### config.mk
export PLATFORM = sky130hd
export DESIGN_NAME = ce_write_guard
export DESIGN_NICKNAME = d
export VERILOG_FILES = /design/src/rtl/ce_guard_pkg.sv /design/src/rtl/ce_guard_timer.sv /design/src/rtl/ce_guard_ctrl.sv /design/src/rtl/ce_write_guard.sv
export SDC_FILE = /design/constraint.sdc
export NUM_CORES = 1
export LEC_CHECK = 0
export ABC_CLOCK_PERIOD_IN_PS = 2000
export BUFFER_PORTS_ARGS = -buffer_cell sky130_fd_sc_hd__buf_2
export CAP_MARGIN = 0
export CORE_MARGIN = 4
export CORE_UTILIZATION = 40
export CTS_CLUSTER_SIZE = 16
export DETAILED_ROUTE_END_ITERATION = 8
export GPL_TIMING_DRIVEN = 0
export SYNTH_ARGS = -nofsm -noshare
export SYNTH_HDL_FRONTEND = slang
export SYNTH_SLANG_ARGS = --single-unit
### constraint.sdc
create_clock -name clk -period 2 [get_ports clk]
set_clock_uncertainty 0.15 [all_clocks]
set_input_delay 0 -clock clk [delete_from_list [all_inputs] [get_ports clk]]
set_output_delay 0 -clock clk [all_outputs]
set_load 0.02 [all_outputs]
### src/rtl/ce_guard_pkg.sv
package ce_guard_pkg;
   typedef enum logic [1:0] {
      GATE_PASS  = 2'd0,
      GATE_GRACE = 2'd1,
      GATE_LOCK  = 2'd2
   } gate_mode_e;
endpackage

### src/rtl/ce_guard_timer.sv
module ce_guard_timer #(
   parameter int GRACE_CYC = 750
) (
   input  logic clk,
   input  logic en,
   input  logic load,
   input  logic step,
   output logic last
);
   localparam int CW = (GRACE_CYC > 1) ? $clog2(GRACE_CYC + 1) : 1;

   generate
      if (GRACE_CYC > 1) begin : g_cnt
         logic [CW-1:0] cnt;
         always_ff @(posedge clk) begin
            if (load)      cnt <= CW'(1);
            else if (step) cnt <= cnt + CW'(1);
         end
         assign last = (cnt == CW'(GRACE_CYC - 1));

         AST_CNT_RANGE: assert property (@(posedge clk) disable iff (!en)
            step |-> (cnt >= CW'(1) && cnt < CW'(GRACE_CYC - 1)));
      end else begin : g_none
         logic unused_tie;
         assign unused_tie = ^{clk, en, load, step};
         assign last = 1'b1;
      end
   endgenerate
endmodule

### src/rtl/ce_guard_ctrl.sv
module ce_guard_ctrl
   import ce_guard_pkg::*;
#(
   parameter int GRACE_CYC = 750
) (
   input  logic       clk,
   input  logic       vdd_good,
   input  logic       rst_asserted,
   input  logic       mem_ce_in_n,
   input  logic       tmr_last,
   output gate_mode_e mode,
   output logic       tmr_load,
   output logic       tmr_step
);
   localparam bit ONE_SHOT = (GRACE_CYC == 1);

   gate_mode_e mode_nx;

   always_comb begin
      mode_nx  = GATE_LOCK;
      tmr_load = 1'b0;
      tmr_step = 1'b0;
      if (vdd_good) begin
         unique case (mode)
            GATE_PASS: begin
               if (!rst_asserted)                mode_nx = GATE_PASS;
               else if (mem_ce_in_n || ONE_SHOT) mode_nx = GATE_LOCK;
               else begin
                  mode_nx  = GATE_GRACE;
                  tmr_load = 1'b1;
               end
            end
            GATE_GRACE: begin
               if (!rst_asserted)                mode_nx = GATE_PASS;
               else if (mem_ce_in_n || tmr_last) mode_nx = GATE_LOCK;
               else begin
                  mode_nx  = GATE_GRACE;
                  tmr_step = 1'b1;
               end
            end
            default: mode_nx = rst_asserted ? GATE_LOCK : GATE_PASS;
         endcase
      end
   end

   always_ff @(posedge clk) mode <= mode_nx;

   AST_GRACE_AFTER_RST: assert property (@(posedge clk) disable iff (!vdd_good)
      (mode == GATE_GRACE) |-> $past(rst_asserted));
   AST_HIGH_AT_ASSERT: assert property (@(posedge clk) disable iff (!vdd_good)
      ($rose(rst_asserted) && mem_ce_in_n && mode == GATE_PASS) |=> (mode == GATE_LOCK));
   AST_LOCK_RELEASE: assert property (@(posedge clk) disable iff (!vdd_good)
      (mode == GATE_LOCK && !rst_asserted) |=> (mode == GATE_PASS));
endmodule

### src/rtl/ce_write_guard.sv
module ce_write_guard
   import ce_guard_pkg::*;
#(
   parameter int GRACE_CYC = 750
) (
   input  logic clk,
   input  logic vdd_good,
   input  logic rst_asserted,
   input  logic mem_ce_in_n,
   output logic mem_ce_out_n
);
   generate
      if (GRACE_CYC < 1) begin : g_bad_grace
         $error("ce_write_guard: GRACE_CYC must be at least 1");
      end
   endgenerate

   gate_mode_e mode;
   logic       tmr_load, tmr_step, tmr_last;

   ce_guard_ctrl #(.GRACE_CYC(GRACE_CYC)) u_ctrl (
      .clk          (clk),
      .vdd_good     (vdd_good),
      .rst_asserted (rst_asserted),
      .mem_ce_in_n  (mem_ce_in_n),
      .tmr_last     (tmr_last),
      .mode         (mode),
      .tmr_load     (tmr_load),
      .tmr_step     (tmr_step)
   );

   ce_guard_timer #(.GRACE_CYC(GRACE_CYC)) u_timer (
      .clk  (clk),
      .en   (vdd_good),
      .load (tmr_load),
      .step (tmr_step),
      .last (tmr_last)
   );

   assign mem_ce_out_n = (vdd_good && mode != GATE_LOCK) ? mem_ce_in_n : 1'b1;

   AST_FOLLOW: assert property (@(posedge clk) disable iff (!vdd_good)
      (!rst_asserted && $past(vdd_good) && !$past(rst_asserted))
      |-> (mem_ce_out_n == mem_ce_in_n));
   AST_NO_REOPEN: assert property (@(posedge clk) disable iff (!vdd_good)
      (rst_asserted && $past(rst_asserted) && $past(mem_ce_out_n)) |-> mem_ce_out_n);
endmodule

==> qor.tcl <==
set qor(run_status) {finished clean}
set qor(design.die.area_um2) 2400
set qor(residual_drc) 0
set qor(total_leakage_power_nw) 0.273
set qor(synth_edf_count) 0
set qor(synth_area_leaders) {sky130_fd_sc_hd__dfxtp_1, sky130_fd_sc_hd__a21oi_1, sky130_fd_sc_hd__ha_1}
set qor(cts_inserted_buffers) 3
set qor(crit_path_class) {reg -> reg}
set qor(slew_headroom_pct) 71.0
set qor(fmaxAchievable_mhz) 587
set qor(instance_count_along_the_most_critical_hold_path) 3
set qor(clkSlewWorstSetupHoldPaths_ps) 80
set qor(grt_pass1_vias) 541
set qor(finalHoldViolCount) 0
set qor(design.portCount) 5
set qor(yosys_warnings) 0
set qor(worst_r2r_path_depth) 5
set qor(synthCells) 71
set qor(largest_fanout_on_the_critical_path) 6
set qor(synth.cell_area_um2) 672
set qor(placement.io_buffers) 4
set qor(post_route_cells_drive_above_1_share_pct) 24.4
set qor(grt_antenna_before_repair) 0
set qor(mappedNetlistNets) 77
set qor(startpoint_class) {flop}
set qor(final_max_slew_viol_count) 0
set qor(cts_hold_buf) 3
set qor(synth.cells.most_frequent) {sky130_fd_sc_hd__dfxtp_1, sky130_fd_sc_hd__a21oi_1, sky130_fd_sc_hd__inv_1}
set qor(crit_required_ps) 2070
set qor(cts_max_level) 1
set qor(clock_sink_count) 12
set qor(nFillCells) 143
set qor(design.final.nets) 89
set qor(hold_path.class) {in -> reg}
set qor(synth.top_cell.area_share_pct) 35.8
set qor(final_routed_wire_length_divided_by_cell_count_um) 13.5
set qor(startpoint) {u_timer.g_cnt.cnt[0]}
set qor(grt_max_degree) 11
set qor(part_of_the_cycle_the_worst_path_needs_pct) 85.1
set qor(number_of_cells_upsized_or_downsized_after_cts) 0
set qor(max_cap_viol_count) 0
set qor(rows) 14
set qor(antennaDiodeCount) 0
set qor(capture_instance_of_the_worst_register_to_register_path) {u_timer.g_cnt.cnt[8]}
set qor(cts_setup_buffers) 0
set qor(detail_route.iter0.violations) 9
set qor(synth_flop_cell) {sky130_fd_sc_hd__dfxtp_1}
set qor(grt_util_met2_pct) 18.0
set qor(area.growth.synth_to_final_pct) 15.8
set qor(hold_start) {vdd_good}
set qor(dieHeight_um) 49.0
set qor(postLayoutCoreUtil_pct) 50.5
set qor(critPathCaptureType) {flop}
set qor(rsz0062_at_grt) {no}
set qor(clock_tree_from_tritoncts) {built}
set qor(met1_usage_pct) 17.1
set qor(setup_viol) 0
set qor(worstMarginPinSlew_ps) 432
set qor(postRouteWirelength_um) 1330
set qor(yosysTopAreaCell) {sky130_fd_sc_hd__dfxtp_1}
set qor(clk_root_buffer_cell) {sky130_fd_sc_hd__clkbuf_4}
set qor(core_area_um2) 1540
set qor(chipWidth_um) 49.0
set qor(postSynthAreaPerCell_um2) 9.46
set qor(synth.yosys.seq_area_share_pct) 35.8
set qor(grt.overflow.total) 0
set qor(globalRouteTotalUtil_pct) 12.7
set qor(setup_tns_ps) 0
set qor(first_pass_grt_wire_length_um) 2440
set qor(via_per_inst) 5.82
set qor(global_route.usage.met3_pct) 5.50
set qor(worstPathArrival_ps) 1770
set qor(timing.reg2reg.setup_slack_ps) 300
set qor(synth.ff_latch_count) 12
set qor(origin_of_the_critical_flop_to_flop_path) {u_timer.g_cnt.cnt[0]}
set qor(gp_congestion) 0.791
set qor(ctsLongestPathBuffers) 2
set qor(min_to) {u_ctrl.mode[1]}
set qor(dpl.hpwl_um) 973
set qor(dominant_cell_by_count_in_the_synthesized_netlist) {sky130_fd_sc_hd__dfxtp_1}
set qor(vias) 570
set qor(initial_drt_pass_iterations) 2
set qor(global_route.peak_usage_layer) {met2}
set qor(pwr_density_cell_nw_per_um2) 682
set qor(initial_utilization_pct) 43.6
set qor(synth.lib_cells_used.distinct) 35
set qor(antenna_left) 0
set qor(async_flop_share_pct) 0
set qor(layout_min_cycle_time_ps) 1700
set qor(worst_skew_pair.late_latency_ps) 280
set qor(peakVddDrop_mv) 0.317
-- power by group --
part | total [mW] | internal, mW | switching (mW)
registers | 0.287 | 0.258 | 0.0295
logic | 0.0466 | 0.0265 | 0.0201
clock network | 0.197 | 0.111 | 0.0858
-- how the worst max path moves through the flow --
stage / to / slack (ps) / depth (start not counted)
finish: u_timer.g_cnt.cnt[8] / 300 / 5
floorplan: u_timer.g_cnt.cnt[8] / 440 / 5
CTS: u_timer.g_cnt.cnt[1] / 280 / 5
global placement: u_timer.g_cnt.cnt[8] / 290 / 5
global route: u_timer.g_cnt.cnt[8] / 130 / 5
detailed placement: u_timer.g_cnt.cnt[1] / 290 / 5
-- cells in the final DEF, fill, tap and decap left out, types with 3 or more instances in the layout --
cell and count:
sky130_fd_sc_hd__dfxtp_1 12, sky130_fd_sc_hd__a21oi_1 7, sky130_fd_sc_hd__inv_1 6, sky130_fd_sc_hd__nand2_1 5
sky130_fd_sc_hd__buf_2 4, sky130_fd_sc_hd__nand3_1 3, sky130_fd_sc_hd__o21ai_0 3, sky130_fd_sc_hd__nand4_1 3
sky130_fd_sc_hd__clkbuf_4 3, sky130_fd_sc_hd__dlygate4sd3_1 3
-- flip-flops by register name, indices dropped and copies added (netlist names) --
register           cells
u_ctrl.mode            2
u_timer.g_cnt.cnt     10
-- logic make-up after synthesis --
family,share of synthesized area (%)
simple gates,27.4
compound gates,24.0
buf+inv,6.14
mux,2.98
flops,35.8
fa+ha+maj,3.72
-- critical path, stage by stage, from the launching register on --
cell and delay (ps):
sky130_fd_sc_hd__dfxtp_1 480, sky130_fd_sc_hd__ha_1 300, sky130_fd_sc_hd__nand4_1 110, sky130_fd_sc_hd__or2_0 230, sky130_fd_sc_hd__or3_1 300, sky130_fd_sc_hd__o21ai_0 70
-- per-layer routing --
| layer | share of wire (%) | wire (µm) |
|---|---|---|
| met4 | 1.3 | 17 |
| met5 | 0 | 0 |
| met3 | 3.6 | 48 |
| met1 | 49 | 647 |
| met2 | 46 | 611 |
-- final cells by class --
type | instances | area (µm²) | area share [%]
well taps | 16 | 20.0 | 2.57
inverters | 6 | 22.5 | 2.89
flip-flops and latches | 12 | 240 | 30.9
plain buffers | 2 | 18.8 | 2.41
clock buffers | 4 | 36.3 | 4.66
repair buffers | 7 | 50.0 | 6.43
multi-input cells | 51 | 390 | 50.2
-- through the flow --
step | hold slack [ps] | setup slack [ps] | cells | area [µm²] | power, mW
2_1_floorplan | -70.0 | 440 | 71 | 672 | 0.319
3_3_place_gp | 65.4 | 292 | 91 | 712 | 0.334
3_5_place_dp | 79.8 | 288 | 91 | 712 | 0.335
4_1_cts | 298 | 282 | 98 | 778 | 0.542
5_1_grt | 351 | 130 | 98 | 778 | 0.561
6_report | 335 | 298 | 98 | 778 | 0.531
Power figures use the tool's default switching activity.
